[src/rtl/can_txslot_pkg.sv]
package can_txslot_pkg;

   typedef enum logic [1:0] {
      SQ_IDLE   = 2'd0,
      SQ_LAUNCH = 2'd1,
      SQ_SEND   = 2'd2,
      SQ_IFS    = 2'd3
   } sq_state_e;

endpackage

[src/rtl/can_txslot_flags.sv]
module can_txslot_flags (
   input  logic clk,
   input  logic rst_n,
   input  logic wr_hit,
   input  logic wr_req,
   input  logic wr_done,
   input  logic wr_ie,
   input  logic hw_start,
   input  logic hw_clr_active,
   input  logic hw_succ,
   output logic req,
   output logic done,
   output logic active,
   output logic ie
);

   always_ff @(posedge clk or negedge rst_n) begin
      if (!rst_n) begin
         req <= 1'b0;
         ie  <= 1'b0;
      end else if (wr_hit) begin
         ie <= wr_ie;
         if (!(wr_req && done)) req <= wr_req;
      end
   end

   always_ff @(posedge clk or negedge rst_n) begin
      if (!rst_n)                  done <= 1'b0;
      else if (hw_succ)            done <= 1'b1;
      else if (wr_hit && !wr_done) done <= 1'b0;
   end

   always_ff @(posedge clk or negedge rst_n) begin
      if (!rst_n)             active <= 1'b0;
      else if (hw_start)      active <= 1'b1;
      else if (hw_clr_active) active <= 1'b0;
   end

   a_r8_done_excludes_active: assert property (@(posedge clk) disable iff (!rst_n)
      !(done && active));
   a_r10_success_wins: assert property (@(posedge clk) disable iff (!rst_n)
      hw_succ |=> done);
   a_r8_no_rearm_while_done: assert property (@(posedge clk) disable iff (!rst_n)
      (wr_hit && wr_req && done && !req) |=> !req);

endmodule

[src/rtl/can_txslot_pick.sv]
module can_txslot_pick #(
   parameter int N     = 16,
   parameter int SEL_W = 4
) (
   input  logic [N-1:0]     elig,
   output logic             any,
   output logic [SEL_W-1:0] idx
);

   always_comb begin
      any = 1'b0;
      idx = '0;
      for (int i = N - 1; i >= 0; i--) begin
         if (elig[i]) begin
            any = 1'b1;
            idx = i[SEL_W-1:0];
         end
      end
   end

endmodule

[src/rtl/can_txslot_fsm.sv]
module can_txslot_fsm
   import can_txslot_pkg::*;
#(
   parameter int N     = 16,
   parameter int SEL_W = 4
) (
   input  logic             clk,
   input  logic             rst_n,
   input  logic             bus_idle,
   input  logic             bus_sof,
   input  logic             bus_arb_lost,
   input  logic             bus_eof_ok,
   input  logic             any_elig,
   input  logic [SEL_W-1:0] pick_idx,
   input  logic [N-1:0]     ie_vec,
   output logic             start,
   output logic             clr_active,
   output logic             succ,
   output logic [SEL_W-1:0] cur_slot,
   output logic             trm_state,
   output logic             tx_go,
   output logic [SEL_W-1:0] last_slot,
   output logic             tx_succ,
   output logic             irq
);

   sq_state_e st;

   assign start      = (st == SQ_IDLE) && bus_idle && any_elig;
   assign clr_active = (st == SQ_SEND) && (bus_arb_lost || bus_eof_ok);
   assign succ       = (st == SQ_SEND) && bus_eof_ok && !bus_arb_lost;

   always_ff @(posedge clk or negedge rst_n) begin
      if (!rst_n) begin
         st        <= SQ_IDLE;
         cur_slot  <= '0;
         trm_state <= 1'b0;
         tx_go     <= 1'b0;
         last_slot <= '0;
         tx_succ   <= 1'b0;
         irq       <= 1'b0;
      end else begin
         tx_go <= 1'b0;
         irq   <= 1'b0;
         case (st)
            SQ_IDLE: begin
               if (start) begin
                  cur_slot  <= pick_idx;
                  trm_state <= 1'b1;
                  tx_succ   <= 1'b0;
                  tx_go     <= 1'b1;
                  st        <= SQ_LAUNCH;
               end
            end
            SQ_LAUNCH: begin
               if (bus_sof) st <= SQ_SEND;
            end
            SQ_SEND: begin
               if (bus_arb_lost) begin
                  trm_state <= 1'b0;
                  st        <= SQ_IDLE;
               end else if (bus_eof_ok) begin
                  last_slot <= cur_slot;
                  tx_succ   <= 1'b1;
                  irq       <= ie_vec[cur_slot];
                  st        <= SQ_IFS;
               end
            end
            SQ_IFS: begin
               if (bus_idle) begin
                  trm_state <= 1'b0;
                  st        <= SQ_IDLE;
               end
            end
            default: st <= SQ_IDLE;
         endcase
      end
   end

   a_r2_start_raises_state: assert property (@(posedge clk) disable iff (!rst_n)
      start |=> (trm_state && tx_go && !tx_succ));
   a_r2_go_single: assert property (@(posedge clk) disable iff (!rst_n)
      tx_go |=> !tx_go);
   a_r4_arb_drops_state: assert property (@(posedge clk) disable iff (!rst_n)
      (st == SQ_SEND && bus_arb_lost) |=> !trm_state);
   a_r5_launch_waits_sof: assert property (@(posedge clk) disable iff (!rst_n)
      (st == SQ_LAUNCH && !bus_sof) |=> (st == SQ_LAUNCH && trm_state));
   a_r6_success_record: assert property (@(posedge clk) disable iff (!rst_n)
      succ |=> (tx_succ && trm_state && last_slot == $past(cur_slot)));
   a_r7_irq_pulse: assert property (@(posedge clk) disable iff (!rst_n)
      irq |=> !irq);
   a_r11_ifs_release: assert property (@(posedge clk) disable iff (!rst_n)
      (st == SQ_IFS && bus_idle) |=> (!trm_state && !tx_go));

endmodule

[src/rtl/can_txslot_seq.sv]
module can_txslot_seq #(
   parameter int NUM_SLOTS = 16,
   parameter int SLOT_W    = (NUM_SLOTS > 1) ? $clog2(NUM_SLOTS) : 1
) (
   input  logic                 clk,
   input  logic                 rst_n,
   input  logic                 host_we,
   input  logic [SLOT_W-1:0]    host_slot,
   input  logic                 host_req,
   input  logic                 host_done,
   input  logic                 host_ie,
   input  logic                 bus_idle,
   input  logic                 bus_sof,
   input  logic                 bus_arb_lost,
   input  logic                 bus_eof_ok,
   output logic [NUM_SLOTS-1:0] req_o,
   output logic [NUM_SLOTS-1:0] done_o,
   output logic [NUM_SLOTS-1:0] active_o,
   output logic                 trm_state_o,
   output logic                 tx_go_o,
   output logic [SLOT_W-1:0]    tx_slot_o,
   output logic [SLOT_W-1:0]    last_slot_o,
   output logic                 tx_succ_o,
   output logic                 irq_o
);

   localparam logic [NUM_SLOTS-1:0] ONE = NUM_SLOTS'(1);

   initial begin : p_param_check
      assert (NUM_SLOTS >= 2) else $fatal(1, "NUM_SLOTS must be at least 2");
      assert ((1 << SLOT_W) >= NUM_SLOTS) else $fatal(1, "SLOT_W too narrow");
   end

   logic [NUM_SLOTS-1:0] ie_vec;
   logic [NUM_SLOTS-1:0] elig;
   logic                 any_elig;
   logic [SLOT_W-1:0]    pick_idx;
   logic                 start;
   logic                 clr_active;
   logic                 succ;
   logic [SLOT_W-1:0]    cur_slot;

   assign elig = req_o & ~done_o & ~active_o;

   can_txslot_pick #(.N(NUM_SLOTS), .SEL_W(SLOT_W)) u_pick (
      .elig (elig),
      .any  (any_elig),
      .idx  (pick_idx)
   );

   can_txslot_fsm #(.N(NUM_SLOTS), .SEL_W(SLOT_W)) u_fsm (
      .clk          (clk),
      .rst_n        (rst_n),
      .bus_idle     (bus_idle),
      .bus_sof      (bus_sof),
      .bus_arb_lost (bus_arb_lost),
      .bus_eof_ok   (bus_eof_ok),
      .any_elig     (any_elig),
      .pick_idx     (pick_idx),
      .ie_vec       (ie_vec),
      .start        (start),
      .clr_active   (clr_active),
      .succ         (succ),
      .cur_slot     (cur_slot),
      .trm_state    (trm_state_o),
      .tx_go        (tx_go_o),
      .last_slot    (last_slot_o),
      .tx_succ      (tx_succ_o),
      .irq          (irq_o)
   );

   assign tx_slot_o = cur_slot;

   for (genvar g = 0; g < NUM_SLOTS; g++) begin : g_slot
      localparam logic [SLOT_W-1:0] IDX = SLOT_W'(g);
      logic hit;
      assign hit = host_we && (host_slot == IDX);

      can_txslot_flags u_flags (
         .clk           (clk),
         .rst_n         (rst_n),
         .wr_hit        (hit),
         .wr_req        (host_req),
         .wr_done       (host_done),
         .wr_ie         (host_ie),
         .hw_start      (start && (pick_idx == IDX)),
         .hw_clr_active (clr_active && (cur_slot == IDX)),
         .hw_succ       (succ && (cur_slot == IDX)),
         .req           (req_o[g]),
         .done          (done_o[g]),
         .active        (active_o[g]),
         .ie            (ie_vec[g])
      );
   end

   a_r2_single_active: assert property (@(posedge clk) disable iff (!rst_n)
      $onehot0(active_o));
   a_r3_lowest_chosen: assert property (@(posedge clk) disable iff (!rst_n)
      start |-> ((elig & ((ONE << pick_idx) - ONE)) == '0 && elig[pick_idx]));
   a_r2_active_matches_slot: assert property (@(posedge clk) disable iff (!rst_n)
      tx_go_o |-> (active_o == (ONE << tx_slot_o)));

endmodule

[config.mk]
export PLATFORM = sky130hd
export DESIGN_NAME = can_txslot_seq
export DESIGN_NICKNAME = d
export VERILOG_FILES = /design/src/rtl/can_txslot_pkg.sv /design/src/rtl/can_txslot_flags.sv /design/src/rtl/can_txslot_pick.sv /design/src/rtl/can_txslot_fsm.sv /design/src/rtl/can_txslot_seq.sv
export SDC_FILE = /design/constraint.sdc
export NUM_CORES = 1
export LEC_CHECK = 0
export ABC_CLOCK_PERIOD_IN_PS = 2000
export CORE_MARGIN = 4
export CORE_UTILIZATION = 50
export CTS_BUF_LIST = sky130_fd_sc_hd__clkbuf_4
export DETAILED_ROUTE_END_ITERATION = 8
export DONT_BUFFER_PORTS = 1
export PLACE_DENSITY_LB_ADDON = 0.15
export SLEW_MARGIN = 30
export SYNTH_ARGS = -nofsm -noshare
export SYNTH_HDL_FRONTEND = slang
export SYNTH_SLANG_ARGS = --single-unit
[constraint.sdc]
create_clock -name clk -period 2 [get_ports clk]
set_input_delay 0.6 -clock clk [delete_from_list [all_inputs] [get_ports clk]]
set_output_delay 0.6 -clock clk [all_outputs]
set_load 0.02 [all_outputs]
==> flow_summary_export.csv, run 1 <==
group,metric,value,unit
floorplan,core_area,0.00785,mm^2
final_layout,nets,425,
detailed_routing,ant_nets,0,
detailed_routing,drt_iter0_drc,238,
floorplan,die_y,98.5,um
outcome,violations,"hold timing",
floorplan,die-area,0.00970,mm^2
final_layout,n_antenna_cell,0,
timing,hold_violations,78,
timing,timing.hold.ws,-0.154,ns
timing,finalSetupViolations,0,
setup_path,required,2.33,ns
final_layout,final_cell_mix,"dfrtp_1, buf_4, o21ai_0, nor2_1, nand2_1",
setup_path,critical_path_class,"reg2reg",
final_layout,syn2layout_area_growth,11.8,%
floorplan,start_util,0.522,
power,peakVddDrop,0.000902,V
timing,maxSlewHeadroom,0.658,
timing,max_freq,0.505,GHz
synthesis,syn_area_per_cell,10.5,um^2
setup_path,timing.rr.start,"g_slot[5].u_flags.done$_DFFE_PN0P_",
synthesis,syn_area,0.00409,mm^2
detailed_routing,vias,3141,
timing,fin_crit_sh,0.991,
power,cellPowerDensity,1650,mW/mm^2
outcome,status,"finished with violations",
setup_path,cp.arrival,2.31,ns
final_layout,utilization,0.583,
setup_path,r2r-end,"g_slot[5].u_flags.active$_DFFE_PN0P_",
synthesis,synth_top_area_share,0.477,
power,p_leak,2.03,nW
setup_path,reg2reg_slack,0.02,ns
synthesis,synth_cells,390,
setup_path,worst-r2r-cell-count,5,
synthesis,synthDistinctLibCells,52,
detailed_routing,drt-pass1-iter-count,4,
detailed_routing,drc_errors,0,
global_route,grt_pass1_vias,3207,
setup_path,cp-start-kind,"flop",
run,cap_violations,0,
cts,root_buffer,"clkbuf_4",
floorplan,rows,32,
final_layout,final_common_cell,"dfrtp_1",
global_route,grt_pass1_wl,18100,um
cts,path_clk_slew,0.13,ns
cts,clk_latency,0.43,ns
synthesis,synth-seq-cells,78,
global_route,antenna_found_initial,0,
place,numPortBuffers,0,
timing,worst_pin_slew,0.506,ns
place,gp_congestion,0.893,
setup_path,cp-end-kind,"flop",
global_route,gr-total-overflow,0,
cts,htree_levels,3,
worst_hold_path,hold_path_class,"in2async",
timing,period_minus_slack,1.98,ns
synthesis,synth_warnings,0,
setup_path,cp_max_fo,8,
cts,numCtsBuffers,9,
global_route,grt_max_degree,79,
place,dp_hpwl,8700,um
synthesis,yosysTopAreaCell,"dfrtp_1",
cts,cts_tree,"yes",
synthesis,synth_fp_nets,404,
cts,cts.sinks,78,
cts,cts_buffer_depth,2,
floorplan,ios,74,
final_layout,drive_gt1_frac,0.344,
timing,fin_skew,0.00990,ns
detailed_routing,avgViaCountPerCell,6.06,
global_route,track_usage,0.242,
floorplan,dieWidth,98.5,um
detailed_routing,wl_per_cell,22.0,um
timing,rsz0062_at_grt,"yes",
synthesis,synth_area_leaders,"dfrtp_1, buf_4, o21ai_0",
timing,drv_slew,0,
synthesis,seq_area_frac_synth,0.477,
detailed_routing,wl,11400,um
==> cell families (layout without fill, tap and decap cells) <==
logic type	count (synthesis)	after routing	synth area share
multiplexers	27	27	0.0880
flip-flops	78	78	0.477
AND/OR/NAND/NOR	116	116	0.156
buffers and inverters	64	90	0.103
AO/OA/AOI/OAI	105	105	0.177
==> power by group <==
part           switching [W]  internal [W]  total [W]
sequential          0.000503       0.00208    0.00259
combinational        0.00224       0.00160    0.00384
clock               0.000591      0.000510    0.00110
==> cells in the mapped netlist (all sizes together) <==
master / count
a31oi: 2
a21oi: 6
nand4bb: 1
buf: 49
o21ai: 54
a21o: 2
nor2b: 2
nor2: 31
or3: 1
a211oi: 2
nor3: 1
nand2: 25
a211o: 1
nand2b: 5
o21a: 1
nand4: 1
or3b: 5
dfrtp: 78
nor3b: 16
mux4: 5
o2bb2ai: 1
or4: 1
a2111oi: 1
inv: 6
o311ai: 2
clkbuf: 9
o31a: 1
nand3: 11
mux2: 22
o22a: 17
o22ai: 1
or2: 6
and2: 1
nor4: 2
nand3b: 2
and3b: 1
o31ai: 11
o41ai: 2
a22oi: 1
and3: 4
==> stage by stage <==
stage / cell area, um^2 / total power [W] / std cells / TNS, ns / setup slack (ns)
6_report: 4580 / 0.00753 / 518 / 0 / 0.0179
5_1_grt: 4580 / 0.00798 / 518 / -0.136 / -0.0506
4_1_cts: 4480 / 0.00729 / 515 / 0 / 0.0213
3_5_place_dp: 4310 / 0.00617 / 499 / 0 / 0.0248
3_3_place_gp: 4310 / 0.00612 / 499 / 0 / 0.0571
2_1_floorplan: 4090 / 0.00518 / 390 / 0 / 0.0267
==> critical path: stages, from the launching register on <==
cell,delay (ns)
dfrtp_1,0.44
or3b_4,0.44
a2111oi_4,0.32
nand2_2,0.11
o22a_4,0.30
o41ai_2,0.28
==> cell type report <==
type / instances / area [um^2]
clock inverter: 7 / 97.6
multi-input combinational: 248 / 1790
fill: 724 / 3270
tap: 102 / 128
clock buffer: 9 / 67.6
sequential: 78 / 1950
timing repair buffer: 68 / 514
inverter: 6 / 22.5
==> repair_timing <==
| action | CTS | global route |
|---|---|---|
| endpoints found under the hold margin | 78 | 78 |
| pin swaps | 0 | 3 |
| gates resized for setup | 1 | 15 |
| gates cloned | 0 | 1 |
| setup buffers | 0 | 2 |
| endpoints found under the setup margin | 1 | 12 |
==> metal layers <==
layer | share of wire | global-route usage
met5 | 0 | 0
met4 | 0.017 | 0.0609
met3 | 0.11 | 0.0955
met2 | 0.45 | 0.365
met1 | 0.42 | 0.331
==> how the worst max path moves through the flow <==
stage | from | endpoint | slack [ns] | cells past startpoint
finish | g_slot[5].u_flags.done$_DFFE_PN0P_ | g_slot[5].u_flags.active$_DFFE_PN0P_ | 0.02 | 5
global route | g_slot[4].u_flags.req$_DFFE_PN0P_ | g_slot[11].u_flags.active$_DFFE_PN0P_ | -0.05 | 6
CTS | g_slot[14].u_flags.done$_DFFE_PN0P_ | g_slot[4].u_flags.active$_DFFE_PN0P_ | 0.02 | 6
detailed placement | g_slot[14].u_flags.done$_DFFE_PN0P_ | g_slot[14].u_flags.active$_DFFE_PN0P_ | 0.02 | 6
global placement | g_slot[15].u_flags.active$_DFFE_PN0P_ | g_slot[14].u_flags.active$_DFFE_PN0P_ | 0.06 | 5
floorplan | u_fsm.cur_slot[0]$_DFFE_PN0P_ | u_fsm.irq$_DFF_PN0_ | 0.03 | 4
==> flip-flops by register name, summed over array words and instances, names as in the netlist <==
| name | count |
|---|---|
| u_fsm.tx_go | 1 |
| u_fsm.last_slot | 4 |
| u_fsm.trm_state | 1 |
| u_fsm.cur_slot | 4 |
| u_fsm.tx_succ | 1 |
| u_fsm.irq | 1 |
| g_slot.u_flags.ie | 16 |
| g_slot.u_flags.active | 16 |
| u_fsm.st | 2 |
| g_slot.u_flags.done | 16 |
| g_slot.u_flags.req | 16 |
No activity file was read; power rests on OpenSTA's default activity.
==> run 2, diff against run 1 <==
ABC_CLOCK_PERIOD_IN_PS = 1900   (was 2000)
clock period = 1.9 ns   (was 2 ns; I/O delays follow)
==> flow_summary_export.csv, run 2 (synthesized netlist as in run 1, its figures left out) <==
group,metric,value,unit
setup_path,critPathMaxStageDelay,0.43,ns
power,power.total,0.00846,W
setup_path,cp_max_fo,8,
final_layout,syn2layout_area_growth,16.7,%
timing,timing.hold.ws,-0.182,ns
setup_path,required,2.22,ns
timing,drv_slew,0,
setup_path,cp.arrival,2.31,ns
timing,layout_setup_ws,-0.0837,ns
final_layout,drive_gt1_frac,0.386,
setup_path,cp-end-kind,"flop",
detailed_routing,drc_errors,0,
detailed_routing,avgViaCountPerCell,5.99,
setup_path,cp-start-kind,"flop",
detailed_routing,vias,3138,
final_layout,final_common_cell,"dfrtp_1",
timing,fin_skew,0.0190,ns
floorplan,die_y,98.5,um
timing,max_freq,0.504,GHz
final_layout,fillers,682,
timing,rsz0062_at_grt,"yes",
detailed_routing,ant_nets,0,
global_route,gr-total-overflow,0,
setup_path,cp_num_buf_inv,0,
floorplan,die-area,0.00970,mm^2
place,numPortBuffers,0,
cts,numCtsBuffers,9,
setup_path,slowest_stage,"or3b_4",
setup_path,crit_chain,"or3b_4, a2111oi_4, nand2_2, o22a_4, o41ai_4",
cts,clk_latency,0.43,ns
cts,root_buffer,"clkbuf_4",
timing,period_minus_slack,1.98,ns
detailed_routing,wl_per_cell,21.9,um
final_layout,final_cell_mix,"dfrtp_1, buf_4, o21ai_0, nor2_1, nand2_1",
timing,worst_pin_slew,0.463,ns
setup_path,cp_top_family,"compound AO/OA/AOI/OAI gates",
run,cap_violations,0,
global_route,grt_pass1_vias,3211,
power,peakVddDrop,0.00109,V
cts,cts_tree,"yes",
place,gp_congestion,0.899,
final_layout,multiInputGateArea,0.00193,mm^2
detailed_routing,drt_iter0_drc,203,
cts,cts.sinks,78,
place,place_ws,-0.0591,ns
outcome,violations,"hold timing, setup timing",
place,dp_hpwl,8670,um
final_layout,utilization,0.609,
global_route,antenna_found_initial,0,
detailed_routing,wl,11500,um
timing,fin_crit_sh,1.04,
floorplan,rows,32,
timing,finalSetupViolations,9,
place,dpl.cell_count,507,
global_route,grt_pass1_wl,18200,um
power,cellPowerDensity,1770,mW/mm^2
cts,cts_buffer_depth,2,
final_layout,nets,431,
worst_hold_path,hold_path_class,"in2async",
power,p_leak,2.09,nW
floorplan,ios,74,
timing,hold_violations,78,
timing,maxSlewHeadroom,0.690,
global_route,grt_max_degree,79,
cts,htree_levels,3,
detailed_routing,drt-pass1-iter-count,4,
floorplan,dieWidth,98.5,um
floorplan,start_util,0.522,
outcome,status,"finished with violations",
cts,path_clk_slew,0.13,ns
final_layout,n_antenna_cell,0,
final_layout,final_cells,524,
global_route,track_usage,0.243,
final_layout,regArea,0.00195,mm^2
setup_path,critical_path_class,"reg2reg",
floorplan,core_area,0.00785,mm^2
[run 2: power breakdown]
part           internal, W  leakage, nW  switching, W
combinational      0.00198         1.03       0.00262
clock             0.000547       0.0880      0.000601
sequential         0.00220        0.980      0.000521
total              0.00472         2.09       0.00374
[run 2: per-layer routing]
layer / vias to the layer above / wire [um] / track usage
li1: 1427 / - / -
met3: 26 / 1190 / 0.0736
met2: 130 / 5280 / 0.373
met1: 1555 / 4660 / 0.330
met5: - / 0 / 0
met4: 0 / 313 / 0.0830
[run 2: layout make-up]
class,count,share of cell area
Sequential cell,78,0.409
Multi-Input combinational cell,248,0.404
Timing Repair Buffer,74,0.122
Tap cell,102,0.0267
Clock inverter,6,0.0181
Clock buffer,10,0.0157
Inverter,6,0.00471
[run 2: worst paths after layout]
path	slack [ns]	startpoint	to	cells after the start
worst max-delay path	-0.08	g_slot[5].u_flags.done$_DFFE_PN0P_	g_slot[5].u_flags.active$_DFFE_PN0P_	5
worst min-delay path	-0.18	rst_n	g_slot[8].u_flags.ie$_DFFE_PN0P_	0
worst max register to register	-0.08	g_slot[5].u_flags.done$_DFFE_PN0P_	g_slot[5].u_flags.active$_DFFE_PN0P_	5
worst min register to register	0.52	g_slot[11].u_flags.ie$_DFFE_PN0P_	g_slot[11].u_flags.ie$_DFFE_PN0P_	1
max in group asynchronous	1.91	rst_n	u_fsm.cur_slot[0]$_DFFE_PN0P_	0
min in group clk	0.28	host_ie	g_slot[1].u_flags.ie$_DFFE_PN0P_	1
[run 2: timing repair]
action / in CTS / in global routing
pin swaps: 2 / 12
gates resized for setup: 6 / 39
buffers inserted: 0 / 1
endpoints found under the hold margin: 78 / 78
endpoints found under the setup margin: 8 / 23
[run 2: through the flow]
step           area, um^2  TNS (ns)
4_1_cts              4580    -0.142
6_report             4780    -0.298
2_1_floorplan        4100         0
3_5_place_dp         4380   -0.0600
5_1_grt              4780     -1.55
3_3_place_gp         4380         0
==> run 3, diff against run 2 <==
ABC_AREA = 1   (was default)
==> flow_summary_export.csv, run 3 <==
group,metric,value,unit
outcome,status,"finished with violations",
outcome,violations,"hold timing",
timing,fin_skew,0.0165,ns
floorplan,ios,74,
floorplan,die-area,0.0103,mm^2
floorplan,die_y,101,um
synthesis,synthArstFlopShare,1.00,
setup_path,cp_max_fo,7,
cts,htree_levels,3,
detailed_routing,drc_errors,0,
timing,fin_crit_sh,0.986,
timing,max_freq,0.534,GHz
setup_path,required,2.22,ns
global_route,gr-total-overflow,0,
synthesis,synth.most_common_cell,"nand2_1",
synthesis,syn_area,0.00436,mm^2
final_layout,drive_gt1_frac,0.233,
global_route,top_usage_layer,"met2",
detailed_routing,wl,12000,um
synthesis,seq_area_frac_synth,0.448,
detailed_routing,drt_iter0_drc,217,
synthesis,syn_area_per_cell,7.99,um^2
synthesis,yosysTopAreaCell,"dfrtp_1",
synthesis,ys_top_cells_by_count,"nand2_1, dfrtp_1, nor2_1, inv_1, buf_4",
timing,maxSlewHeadroom,0.664,
run,cap_violations,0,
global_route,grt_pass1_wl,18800,um
worst_hold_path,hold_path_class,"in2async",
setup_path,slowest_stage,"dfrtp_1",
synthesis,synth-seq-cells,78,
floorplan,core_area,0.00834,mm^2
setup_path,cp-start-kind,"flop",
setup_path,r2r-end,"g_slot[1].u_flags.active$_DFFE_PN0P_",
place,place_area,0.00458,mm^2
cts,clk_latency,0.42,ns
place,gp_congestion,0.935,
detailed_routing,ant_nets,0,
timing,finalSetupViolations,0,
setup_path,cp.arrival,2.20,ns
detailed_routing,wl_per_cell,17.7,um
detailed_routing,vias,3603,
cts,cts.sinks,78,
synthesis,synth_area_leaders,"dfrtp_1, nand2_1, buf_4",
setup_path,reg2reg_slack,0.03,ns
setup_path,timing.rr.start,"g_slot[14].u_flags.active$_DFFE_PN0P_",
final_layout,n_antenna_cell,0,
global_route,track_usage,0.243,
global_route,grt_max_degree,79,
cts,cts_buffer_depth,2,
floorplan,dieWidth,101,um
setup_path,crit_chain,"nor2_1, nand2_1, nand2_1, nand2_1, nand2_1, nand2_1, nand2_1, nand2_1, nand2_1, nand2_1, nand2_1, nand2_1, nand2_1, nand2_1, nand2_2, nand2_8, buf_6, nand4_1, nand2_1",
detailed_routing,avgViaCountPerCell,5.29,
place,numPortBuffers,0,
final_layout,nets,585,
synthesis,synth_cells,546,
place,dp_hpwl,9030,um
timing,layout_setup_ws,0.0265,ns
final_layout,final_cell_mix,"nand2_1, dfrtp_1, buf_4, nor2_1, inv_1",
timing,period_minus_slack,1.87,ns
timing,timing.hold.ws,-0.177,ns
floorplan,start_util,0.523,
timing,hold_violations,78,
setup_path,critical_path_class,"reg2reg",
final_layout,final_area,0.00486,mm^2
synthesis,synth_fp_nets,560,
global_route,grtUsageMet2,0.380,
timing,rsz0062_at_grt,"yes",
final_layout,final_common_cell,"nand2_1",
synthesis,synth_edf_count,0,
place,place_ws,0.00438,ns
setup_path,cp-end-kind,"flop",
global_route,grtUsageMet1,0.338,
setup_path,cp_common_cell,"nand2_1",
power,peakVddDrop,0.000910,V
cts,numCtsBuffers,9,
final_layout,utilization,0.583,
global_route,antenna_found_initial,0,
timing,drv_slew,0,
cts,root_buffer,"clkbuf_4",
final_layout,syn2layout_area_growth,11.5,%
cts,cts_tree,"yes",
global_route,use_met3,0.0510,
synthesis,synth_ff_type,"dfrtp_1",
power,p_leak,2.46,nW
synthesis,synth_top_area_share,0.448,
detailed_routing,drt-pass1-iter-count,5,
synthesis,synthDistinctLibCells,34,
global_route,grt_pass1_vias,3510,
setup_path,critPathMaxStageDelay,0.41,ns
cts,path_clk_slew,0.13,ns
setup_path,worst-r2r-cell-count,19,
power,cellPowerDensity,1640,mW/mm^2
timing,worst_pin_slew,0.503,ns
floorplan,rows,33,
synthesis,synth_warnings,0,
## run 3: worst max-delay path: cells and delay by family, from the launching register on
kind	cells	cell delay, ns
flip-flops	1	0.41
AND/OR/NAND/NOR	18	1.23
buffers and inverters	1	0.13
## run 3: cell type report
| class | count | area (um^2) |
|---|---|---|
| clock buffers | 11 | 82.6 |
| clock inverters | 5 | 50.0 |
| fillers | 793 | 3480 |
| inverters | 62 | 238 |
| multi-input cells | 352 | 1880 |
| flip-flops and latches | 78 | 1950 |
| well taps | 105 | 131 |
| repair buffers | 68 | 534 |
## run 3: how the worst max path moves through the flow
stage | startpoint | to | slack [ns] | depth (start not counted)
after floorplan | u_fsm.cur_slot[0]$_DFFE_PN0P_ | u_fsm.irq$_DFF_PN0_ | 0.35 | 7
after global placement | g_slot[15].u_flags.active$_DFFE_PN0P_ | g_slot[14].u_flags.active$_DFFE_PN0P_ | 0.03 | 20
after detailed placement | g_slot[15].u_flags.active$_DFFE_PN0P_ | g_slot[14].u_flags.active$_DFFE_PN0P_ | 0.004 | 20
after CTS | g_slot[15].u_flags.active$_DFFE_PN0P_ | g_slot[14].u_flags.active$_DFFE_PN0P_ | 0.005 | 20
after global routing | g_slot[14].u_flags.active$_DFFE_PN0P_ | g_slot[1].u_flags.active$_DFFE_PN0P_ | -0.16 | 19
final | g_slot[14].u_flags.active$_DFFE_PN0P_ | g_slot[1].u_flags.active$_DFFE_PN0P_ | 0.03 | 19
## run 3: timing repair
action / in CTS / in global routing
cloned: 0 / 1
gates resized for setup: 1 / 19
endpoints found under the setup margin: 1 / 18
setup buffers: 0 / 6
hold endpoints to repair: 78 / 78
pin swaps: 0 / 5
## run 3: logic make-up after synthesis
kind of cell / Yosys count / share of synthesized area
AND/OR/NAND/NOR: 267 / 0.289
buffers and inverters: 117 / 0.143
AO/OA/AOI/OAI: 84 / 0.120
flip-flops: 78 / 0.448
## run 3: through the flow
stage	power [W]	hold slack, ns	instances	TNS, ns
finish	0.00795	-0.177	681	0
global route	0.00846	-0.203	681	-2.38
CTS	0.00753	-0.202	674	0
detailed placement	0.00648	0.277	658	0
global placement	0.00645	0.277	658	0
floorplan	0.00552	0.274	546	0
## run 3: power breakdown
group	total [W]	leakage (nW)	switching, W	internal (W)
combinational	0.00430	1.40	0.00273	0.00157
sequential	0.00265	0.986	0.000478	0.00217
clock	0.00101	0.0719	0.000584	0.000421
total	0.00795	2.46	0.00379	0.00416
## run 3: layer usage
layer | up-vias | wire [um]
met5 | - | 0
met2 | 111 | 5580
met1 | 1723 | 5330
met3 | 15 | 934
met4 | 0 | 206
li1 | 1754 | -
